--- src/rtl/sdx_pkg.sv ---
package sdx_pkg;
   typedef enum logic [1:0] {
      SQ_IDLE = 2'd0,
      SQ_FILL = 2'd1,
      SQ_OPEN = 2'd2
   } sdx_state_e;

   localparam int CMD_DATA_BIT  = 21;
   localparam int CMD_MULTI_BIT = 5;
   localparam int CMD_DIR_BIT   = 4;
   localparam int CMD_CNTEN_BIT = 1;
   localparam int SETUP_CNT_LSB = 16;
endpackage

--- src/rtl/sdx_blk_cfg.sv ---
module sdx_blk_cfg #(
   parameter int LEN_W  = 12,
   parameter int CNT_W  = 16,
   parameter int BPW    = 4,
   parameter int WORD_W = 11
) (
   input  logic              clk,
   input  logic              rst_n,
   input  logic              blk_wr,
   input  logic [31:0]       blk_wdata,
   output logic [WORD_W-1:0] wpb,
   output logic [CNT_W-1:0]  cnt
);
   localparam int SH = $clog2(BPW);

   logic [LEN_W-1:0] len_q;
   logic [LEN_W:0]   words;
   logic             unused_setup;

   assign unused_setup = ^blk_wdata;

   always_ff @(posedge clk or negedge rst_n) begin
      if (!rst_n) begin
         len_q <= '0;
         cnt   <= '0;
      end else if (blk_wr) begin
         len_q <= blk_wdata[LEN_W-1:0];
         cnt   <= blk_wdata[sdx_pkg::SETUP_CNT_LSB +: CNT_W];
      end
   end

   generate
      if (SH == 0) begin : g_byte_port
         assign words = {1'b0, len_q};
      end else begin : g_wide_port
         logic [LEN_W:0] rounded;
         assign rounded = {1'b0, len_q} + (LEN_W+1)'(BPW - 1);
         assign words   = rounded >> SH;
      end
   endgenerate

   assign wpb = (words[WORD_W-1:0] == '0) ? WORD_W'(1) : words[WORD_W-1:0];
endmodule

--- src/rtl/sdx_word_ctr.sv ---
module sdx_word_ctr #(
   parameter int WORD_W = 11
) (
   input  logic              clk,
   input  logic              rst_n,
   input  logic              load,
   input  logic [WORD_W-1:0] load_val,
   input  logic              dec,
   output logic [WORD_W-1:0] cnt,
   output logic              last
);
   always_ff @(posedge clk or negedge rst_n) begin
      if (!rst_n)        cnt <= '0;
      else if (load)     cnt <= load_val;
      else if (dec)      cnt <= cnt - WORD_W'(1);
   end

   assign last = (cnt == WORD_W'(1));
endmodule

--- src/rtl/sdx_seq_fsm.sv ---
module sdx_seq_fsm
   import sdx_pkg::*;
#(
   parameter int CNT_W    = 16,
   parameter int WORD_W   = 11,
   parameter int FILL_LAT = 2
) (
   input  logic              clk,
   input  logic              rst_n,
   input  logic              cmd_wr,
   input  logic [31:0]       cmd_wdata,
   input  logic [CNT_W-1:0]  cfg_cnt,
   input  logic [WORD_W-1:0] cfg_wpb,
   input  logic              dport_rd,
   input  logic              dport_wr,
   input  logic              word_last,
   output sdx_state_e        state,
   output logic              dir_rd,
   output logic              brr_evt,
   output logic              bwr_evt,
   output logic              tc_evt,
   output logic [CNT_W-1:0]  blocks_left,
   output logic              word_load,
   output logic [WORD_W-1:0] word_load_val,
   output logic              word_dec
);
   localparam int FC_W = (FILL_LAT > 1) ? $clog2(FILL_LAT) : 1;

   logic [FC_W-1:0]  fcnt;
   logic [WORD_W-1:0] wpb_run;
   logic             start, counted, acc, unused_cmd;
   logic [CNT_W-1:0] nblk;

   assign unused_cmd = ^cmd_wdata;
   assign start      = cmd_wr && (state == SQ_IDLE) && cmd_wdata[CMD_DATA_BIT];
   assign counted    = cmd_wdata[CMD_MULTI_BIT] && cmd_wdata[CMD_CNTEN_BIT];
   assign nblk       = counted ? cfg_cnt : CNT_W'(1);
   assign acc        = (state == SQ_OPEN) && (dir_rd ? dport_rd : dport_wr);

   assign word_dec      = acc;
   assign word_load     = (state == SQ_FILL) && (fcnt == '0);
   assign word_load_val = wpb_run;

   always_ff @(posedge clk or negedge rst_n) begin
      if (!rst_n) begin
         state       <= SQ_IDLE;
         dir_rd      <= 1'b0;
         fcnt        <= '0;
         wpb_run     <= '0;
         blocks_left <= '0;
         brr_evt     <= 1'b0;
         bwr_evt     <= 1'b0;
         tc_evt      <= 1'b0;
      end else begin
         brr_evt <= 1'b0;
         bwr_evt <= 1'b0;
         tc_evt  <= 1'b0;
         unique case (state)
            SQ_IDLE: begin
               if (start) begin
                  dir_rd      <= cmd_wdata[CMD_DIR_BIT];
                  wpb_run     <= cfg_wpb;
                  blocks_left <= nblk;
                  if (nblk == '0) begin
                     tc_evt <= 1'b1;
                  end else begin
                     state <= SQ_FILL;
                     fcnt  <= FC_W'(FILL_LAT - 1);
                  end
               end
            end
            SQ_FILL: begin
               if (fcnt == '0) begin
                  state   <= SQ_OPEN;
                  brr_evt <= dir_rd;
                  bwr_evt <= !dir_rd;
               end else begin
                  fcnt <= fcnt - FC_W'(1);
               end
            end
            SQ_OPEN: begin
               if (acc && word_last) begin
                  blocks_left <= blocks_left - CNT_W'(1);
                  if (blocks_left == CNT_W'(1)) begin
                     state  <= SQ_IDLE;
                     tc_evt <= 1'b1;
                  end else begin
                     state <= SQ_FILL;
                     fcnt  <= FC_W'(FILL_LAT - 1);
                  end
               end
            end
            default: state <= SQ_IDLE;
         endcase
      end
   end
endmodule

--- src/rtl/sd_xfer_seq.sv ---
module sd_xfer_seq #(
   parameter int LEN_W    = 12,
   parameter int CNT_W    = 16,
   parameter int DATA_W   = 32,
   parameter int FILL_LAT = 2,
   localparam int BPW     = DATA_W / 8,
   localparam int WORD_W  = LEN_W + 1 - $clog2(BPW)
) (
   input  logic              clk,
   input  logic              rst_n,
   input  logic              blk_wr,
   input  logic [31:0]       blk_wdata,
   input  logic              cmd_wr,
   input  logic [31:0]       cmd_wdata,
   input  logic              dport_rd,
   input  logic              dport_wr,
   output logic              busy,
   output logic              rd_open,
   output logic              wr_open,
   output logic              brr_evt,
   output logic              bwr_evt,
   output logic              tc_evt,
   output logic [CNT_W-1:0]  blocks_left,
   output logic [WORD_W-1:0] words_left
);
   import sdx_pkg::*;

   generate
      if (LEN_W < 1 || LEN_W > 16) begin : g_bad_len
         $error("LEN_W must fit below the count field");
      end
      if (CNT_W < 1 || CNT_W > 16) begin : g_bad_cnt
         $error("CNT_W must fit in the upper half of the setup word");
      end
      if (DATA_W < 8 || (DATA_W % 8) != 0 || (1 << $clog2(BPW)) != BPW) begin : g_bad_data
         $error("DATA_W must be a power-of-two number of bytes");
      end
      if (FILL_LAT < 1) begin : g_bad_fill
         $error("FILL_LAT must be at least one cycle");
      end
   endgenerate

   logic [WORD_W-1:0] cfg_wpb, load_val;
   logic [CNT_W-1:0]  cfg_cnt;
   logic              word_last, word_load, word_dec, dir_rd;
   sdx_state_e        state;

   sdx_blk_cfg #(
      .LEN_W(LEN_W), .CNT_W(CNT_W), .BPW(BPW), .WORD_W(WORD_W)
   ) u_cfg (
      .clk(clk), .rst_n(rst_n), .blk_wr(blk_wr), .blk_wdata(blk_wdata),
      .wpb(cfg_wpb), .cnt(cfg_cnt)
   );

   sdx_seq_fsm #(
      .CNT_W(CNT_W), .WORD_W(WORD_W), .FILL_LAT(FILL_LAT)
   ) u_fsm (
      .clk(clk), .rst_n(rst_n), .cmd_wr(cmd_wr), .cmd_wdata(cmd_wdata),
      .cfg_cnt(cfg_cnt), .cfg_wpb(cfg_wpb), .dport_rd(dport_rd),
      .dport_wr(dport_wr), .word_last(word_last), .state(state),
      .dir_rd(dir_rd), .brr_evt(brr_evt), .bwr_evt(bwr_evt), .tc_evt(tc_evt),
      .blocks_left(blocks_left), .word_load(word_load),
      .word_load_val(load_val), .word_dec(word_dec)
   );

   sdx_word_ctr #(
      .WORD_W(WORD_W)
   ) u_words (
      .clk(clk), .rst_n(rst_n), .load(word_load), .load_val(load_val),
      .dec(word_dec), .cnt(words_left), .last(word_last)
   );

   assign busy    = (state != SQ_IDLE);
   assign rd_open = (state == SQ_OPEN) && dir_rd;
   assign wr_open = (state == SQ_OPEN) && !dir_rd;
endmodule

--- config.mk ---
export PLATFORM = sky130hd
export DESIGN_NAME = sd_xfer_seq
export DESIGN_NICKNAME = d
export VERILOG_FILES = /design/src/rtl/sdx_pkg.sv /design/src/rtl/sdx_blk_cfg.sv /design/src/rtl/sdx_word_ctr.sv /design/src/rtl/sdx_seq_fsm.sv /design/src/rtl/sd_xfer_seq.sv
export SDC_FILE = /design/constraint.sdc
export NUM_CORES = 1
export LEC_CHECK = 0
export ABC_AREA = 1
export BUFFER_PORTS_ARGS = -buffer_cell sky130_fd_sc_hd__buf_2
export CELL_PAD_IN_SITES_DETAIL_PLACEMENT = 1
export CELL_PAD_IN_SITES_GLOBAL_PLACEMENT = 2
export CORE_AREA = 8 8 113 141
export DETAILED_ROUTE_END_ITERATION = 10
export DIE_AREA = 0 0 121 149
export PLACE_DENSITY_LB_ADDON = 0.1
export SLEW_MARGIN = 20
export SYNTH_ARGS = -nofsm -noshare
export SYNTH_HDL_FRONTEND = slang
export SYNTH_SLANG_ARGS = --single-unit
--- constraint.sdc ---
create_clock -name clk -period 1.9 [get_ports clk]
set_clock_uncertainty 0.05 [all_clocks]
set_input_delay 0.095 -clock clk [delete_from_list [all_inputs] [get_ports clk]]
set_output_delay 0.095 -clock clk [all_outputs]
set_load 0.02 [all_outputs]
-- Yosys cells after proc, flatten, opt, wreduce, memory -nomap -nowiden
Cells that the tools add are included.
- bits of input ports: 70
- register bits after elaboration: 73
- output and inout bits: 33
- reductions and logical operators: 20
- equal/unequal tests: 9
- bitwise gates (word level): 1
- add/sub/neg operators: 4
- mux-type cells: 29
- operators with widths (cell ; count):
    $mux W16 ; 3
    $mux W11 ; 3
    $pmux W16 S2 ; 1
    $eq A16 B1 Y1 const B ; 1
    $logic_not A16 Y1 ; 1
    $sub A16 B1 Y16 const B ; 1
    $mux W1 ; 15
    $add A12 B2 Y13 const B ; 1
    $eq A11 B1 Y1 const B ; 1
    $logic_not A11 Y1 ; 1
    $sub A11 B1 Y11 const B ; 1
    $logic_and A1 B1 Y1 ; 8
    $mux W2 ; 4
    $ne A2 B2 Y1 const B ; 3
    $pmux W2 S3 ; 1
    $reduce_bool A2 Y1 ; 3
    $reduce_and A5 Y1 ; 1
    $ne A2 B1 Y1 const B ; 2
    $reduce_and A4 Y1 ; 1
    $pmux W1 S3 ; 1
    $reduce_and A3 Y1 ; 1
    $reduce_bool A3 Y1 ; 1
    $eq A2 B1 Y1 const B ; 1
    $eq A2 B2 Y1 const B ; 1
    6 further kinds ; 6

-- Logic depth before layout (Yosys ltp)
- depth in word-level cells: 6
- mapped depth: 12
- depth with buffers taken out: 12

-- Cells and area by module
Synthesis repeated with hierarchy kept, for this count alone.
- cell total of the unflattened synthesis: 527
- area total of the unflattened synthesis: 4145.2 µm²
- by module, submodules not included (module ; seq. area each (µm²) ; cells an instance ; times used ; area an instance (µm²)):
    sdx_seq_fsm ; 850.8 ; 278 ; 1 ; 2080.7
    sdx_blk_cfg ; 700.7 ; 141 ; 1 ; 1313.8
    sdx_word_ctr ; 275.3 ; 102 ; 1 ; 725.7
    sd_xfer_seq ; 0.0 ; 6 ; 1 ; 25.0

-- Least setup slack after synthesis
Ideal clock, no wire load.
- kind: register to register
- start: register u_fsm.blocks_left[0]
- end: register u_fsm.blocks_left[12]
- buffers on the path: 0
- arrival time: 1.525 ns
- period minus slack after synthesis: 1.702 ns
- cell stages (with the launch flop): 12
- path slack: 0.198 ns
- required time: 1.722 ns
- library setup time: 0.128 ns
- cells stage by stage: dfrtp_1 inv_1 ha_1 nand2_1 nor2_1 nand2_1 nor2_1 nand3_1 nand2_1 nand2_1 nand3_1 o21ai_0
- word-level cells in the longest chain between the ends: 3
- RTL lines (item ; line ; text):
    from (decl) ; sdx_seq_fsm.sv:22 ; output logic [CNT_W-1:0] blocks_left,
    from (signal assigned) ; sdx_seq_fsm.sv:63 ; blocks_left <= nblk;
    from (signal assigned) ; sdx_seq_fsm.sv:83 ; blocks_left <= blocks_left - CNT_W'(1);
    $sub A16 B1 Y16 ; sdx_seq_fsm.sv:83 ;
    $mux W16 ; sdx_seq_fsm.sv:82 ; if (acc && word_last) begin
    $pmux W16 S2 ; sdx_seq_fsm.sv:58 ; unique case (state)
Every way passes these cells. The select of a mux whose other input is x is not followed.
A chain may end at the register's enable or synchronous reset.

-- Worst setup path after layout
- start: register u_words.cnt[1]
- end: register u_fsm.blocks_left[7]
- word-level cells in the longest chain between the ends: 4
- RTL lines (item ; line ; text):
    from (decl) ; sdx_word_ctr.sv:9 ; output logic [WORD_W-1:0] cnt,
    from (signal assigned) ; sdx_word_ctr.sv:14 ; else if (load) cnt <= load_val;
    from (signal assigned) ; sdx_word_ctr.sv:15 ; else if (dec) cnt <= cnt - WORD_W'(1);
    $eq A11 B1 Y1 ; sdx_word_ctr.sv:18 ; assign last = (cnt == WORD_W'(1));
    $logic_and A1 B1 Y1 ; sdx_seq_fsm.sv:82 ;
    $ne A2 B1 Y1 (no line) ; n/a ;
    $reduce_and A3 Y1 (no line) ; n/a ;
Every way passes these cells.

==> impl.org <==
** Outcome
- Run status :: finished, final reports clean

** STA
- The max-slew violation count was 0.
- The smallest clock period supported by the final layout is computed as 1.73 ns.
- Measured against its own limit, the worst slew margin works out to about 66%.
- Static timing analysis puts the maximum clock frequency at about 0.58 GHz.
- The worst path uses about nine tenths of the clock period.
- At the pin with the least slew margin, the transition time is 0.510 ns.
- Setup repair after global routing could not meet its margin everywhere.
- The final-report hold violation count came to 0.
- Final count of negative-setup-slack endpoints :: 0

** Worst setup path
- Data arrival, critical path :: approximately 1.9 ns
- STA classifies the critical path endpoint as a flip-flop.
- Startpoint class of the critical path :: flip-flop
- The critical path is of the reg2reg type.
- Worst Path Max Fanout :: 19
- Data on the critical path is required at its endpoint by roughly 2.1 ns.

** GRT
- Antenna violations before repair :: 0
- Pin count of the biggest net entering global routing :: 37
- The number of global-route vias before repair was around 4000.
- Across every metal layer, demand over resource in global routing totals between 10 and 15%.
- Global-route wire length before repair :: roughly 20000 um
- Total global routing overflow :: 0

** Logic synthesis
- Counting every instance in the synthesized netlist gives approximately 510.
- Post-synthesis average cell area :: about 7.7 um^2
- Among all flip-flop cells after synthesis, the most frequent one is sky130_fd_sc_hd__dfrtp_1.
- Total standard cell area after synthesis :: about 0.0039 mm^2
- Post-synthesis sequential area ratio :: 47.0%
- Number of different library cells in the post-synthesis netlist :: 35
- Syn nets :: about 580
- sky130_fd_sc_hd__nand2_1 is the most common cell in the netlist.
- Share of Yosys cell area claimed by the top area cell type :: a little under half
- Post-synth EDFFs :: 0
- By count the netlist is led by sky130_fd_sc_hd__nand2_1, sky130_fd_sc_hd__dfrtp_1, sky130_fd_sc_hd__nor2_1, sky130_fd_sc_hd__o21ai_0, sky130_fd_sc_hd__inv_1.
- For this run, asynchronously set or reset flops after synthesis account for 100%.
- Count of warnings emitted by yosys :: 0
- Yosys top cell by area :: sky130_fd_sc_hd__dfrtp_1
- Synthesis inferred 73 register bits.
- Main area contributors after synthesis :: sky130_fd_sc_hd__dfrtp_1, sky130_fd_sc_hd__nand2_1, sky130_fd_sc_hd__o21ai_0, sky130_fd_sc_hd__nor2_1, sky130_fd_sc_hd__inv_1

** Power and ir drop
- IR analysis of the VDD net gives a maximum drop of 0.000517 V.
- Net switching fraction of the power :: 41.8%
- Per report_power, the clock group accounts for between 20% and 30% of the total.
- Power density over the cells :: 1380 mW/mm^2
- The analysis attributes to net switching a power of ~0.0030 W.
- The internal portion of the total power is just over 0.004 W.
- In this run, flip-flops and latches consume 34.6% of the power.
- Static leakage :: between 2 and 3 nW
- Combinational cells account for between 40% and 50% of the total power.

** Route
- Via count of the routed design :: between 3000 and 4000
- The first routing iteration left 120 violations.
- In the routed design, unresolved DRC markers number 0.
- For this run, the detailed router's first-pass iteration total came to 4.
- After detailed routing, the number of vias per cell comes to ~4.6.
- Routed WL :: 11800 um
- In this run the remaining antenna-violating nets after routing total 0.
- Wire length per cell :: about 15 um

** Cells and area
- Once layout is done, the placed cells without fillers occupy around 0.005 mm^2.
- Ant diodes :: 0
- Fraction of final layout cells with drive strength greater than 1 :: around a fifth
- After the last flow step, the layout net total stands at just under 700.
- The area growth from synthesis to layout is 32.5%.
- Registers take 0.00183 mm^2.
- Area of the multi-input gates :: ~0.0018 mm^2
- Share of the core filled with cells in the final layout :: 37.8%
- Total of fill cells in the finished design :: between 1500 and 2000

** Clock tree
- Largest buffer count on any clock path :: 2
- TritonCTS built the clock tree.
- Number of post-CTS setup repair buffers :: 0
- Master cell of the clock root buffer :: sky130_fd_sc_hd__clkbuf_16
- Clock buffers created by TritonCTS :: 9
- Worst-Skew Late Latency :: approximately 0.34 ns
- Clock-pin slew was measured on the worst setup and hold paths at roughly 0.060 ns.
- Depth of the CTS H-tree :: 3
- The clock drives 73 sinks.

** Placed design
- Placement Cell Area :: roughly 0.0045 mm^2
- HPWL after detailed placement :: approximately 9200 um
- Routability cong. :: between 0.7 and 0.8
- Buffers placed on the I/O ports in this run total 70.

** Floorplan
- Die Area :: approximately 0.018 mm^2
- The die is roughly 150 um tall.
- I/O pin cnt :: just over 100
- The initial utilization of the core area, before any placement, comes to between 20% and 30%.
- Area of the placeable core :: between 0.01 and 0.015 mm^2
- Site Rows :: between 40 and 50
- From left edge to right edge, the die measures 121 um.

** Hold path
- Path class of the lowest-slack min-delay path :: in2async

** Flow run
- Number of max-cap violations :: 0
cells in the final DEF, fill, tap and decap left out, drive strengths merged, types with 2 or more instances in the layout:
master       instances
a21oi               17
a22oi                2
buf                 88
clkbuf              12
clkinv               4
dfrtp               73
dlygate4sd3         30
ha                   4
inv                 51
mux2                 9
nand2              153
nand3               30
nand3b               3
nand4                5
nor2                60
nor3                 3
o211ai               5
o21ai               55
o21bai               2
o221ai               2
o22ai                2
xnor2                4
xor2                 5
power by group through the flow:
| stage | sequential [W] | combinational [W] | clock (W) |
|---|---|---|---|
| floorplan | 0.00273 | 0.00159 | 0 |
| finish | 0.00245 | 0.00298 | 0.00165 |
| global placement | 0.00247 | 0.00294 | 0 |
| global route | 0.00253 | 0.00340 | 0.00178 |
| CTS | 0.00246 | 0.00304 | 0.00172 |
| detailed placement | 0.00249 | 0.00298 | 0 |
critical path: stages (launching register included):
cell and delay (ns):
sky130_fd_sc_hd__dfrtp_1 0.39, sky130_fd_sc_hd__inv_1 0.10, sky130_fd_sc_hd__ha_1 0.17, sky130_fd_sc_hd__inv_1 0.04, sky130_fd_sc_hd__nor2_1 0.07, sky130_fd_sc_hd__nand3_1 0.08
sky130_fd_sc_hd__nor2_2 0.18, sky130_fd_sc_hd__nand2_4 0.10, sky130_fd_sc_hd__nand2_8 0.14, sky130_fd_sc_hd__o21ai_0 0.11, sky130_fd_sc_hd__a22o_1 0.18
per-stage QoR:
step | power [W] | hold WS [ns] | setup TNS, ns | instances | setup slack, ns
global placement | 0.00541 | -0.0676 | 0 | 754 | 0.0932
finish | 0.00708 | 0.118 | 0 | 800 | 0.173
detailed placement | 0.00547 | -0.0649 | 0 | 754 | 0.0763
global route | 0.00770 | 0.135 | -0.0113 | 800 | -0.0113
floorplan | 0.00432 | -0.251 | 0 | 505 | 0.198
CTS | 0.00722 | 0.117 | 0 | 800 | 0.0624
flip-flops by register name, indices dropped and copies added, names as in the netlist:
register	cells
u_words.cnt	11
u_fsm.word_load_val	11
u_fsm.dir_rd	1
u_fsm.blocks_left	16
u_fsm.brr_evt	1
u_cfg.len_q	12
u_fsm.tc_evt	1
u_fsm.state	2
u_fsm.bwr_evt	1
u_fsm.fcnt	1
u_cfg.cnt	16
layer usage:
metal	vias up	global-route usage, %	share of wire [%]
li1	1868	-	-
met1	1714	17.4	47
met2	62	22.7	47
met3	13	3.03	4.2
met4	0	5.89	1.7
met5	-	0	0
area by class of cell:
type,count,share of cell area (%)
clock inverter,4,0.510
sequential,73,35.5
multi-input combinational,366,35.0
timing repair buffer,118,15.8
clock buffer,12,5.18
tap,175,4.25
inverter,52,3.79
path summary, 6_finish.rpt:
| kind | startpoint | endpoint | slack [ns] | depth (start not counted) |
|---|---|---|---|---|
| max | u_words.cnt[1] | u_fsm.blocks_left[7] | 0.17 | 10 |
| min | rst_n | u_words.cnt[1] | 0.12 | 2 |
| max in group asynchronous | rst_n | u_cfg.cnt[0] | 1.11 | 3 |
| max reg2reg | u_words.cnt[1] | u_fsm.blocks_left[7] | 0.17 | 10 |
| min reg2reg | u_fsm.dir_rd | u_fsm.bwr_evt | 0.43 | 1 |
| min in group clk | cmd_wr | u_fsm.state[0] | 0.16 | 7 |
kinds of logic after synthesis:
logic type | Yosys count | synth area share [%]
muxes | 9 | 2.61
adders and majority gates | 4 | 1.29
xor gates and xnor gates | 9 | 2.03
AOI/OAI and AO/OA | 88 | 12.8
DFF | 73 | 47.0
buffers and inverters | 66 | 6.92
and+or+nand+nor | 256 | 27.3
timing repair:
action	CTS	global route
endpoints found under the setup margin	0	9
hold buffers	30	0
endpoints found under the hold margin	102	0
gates resized for setup	0	4
No activity file was read; power rests on OpenSTA's default activity.
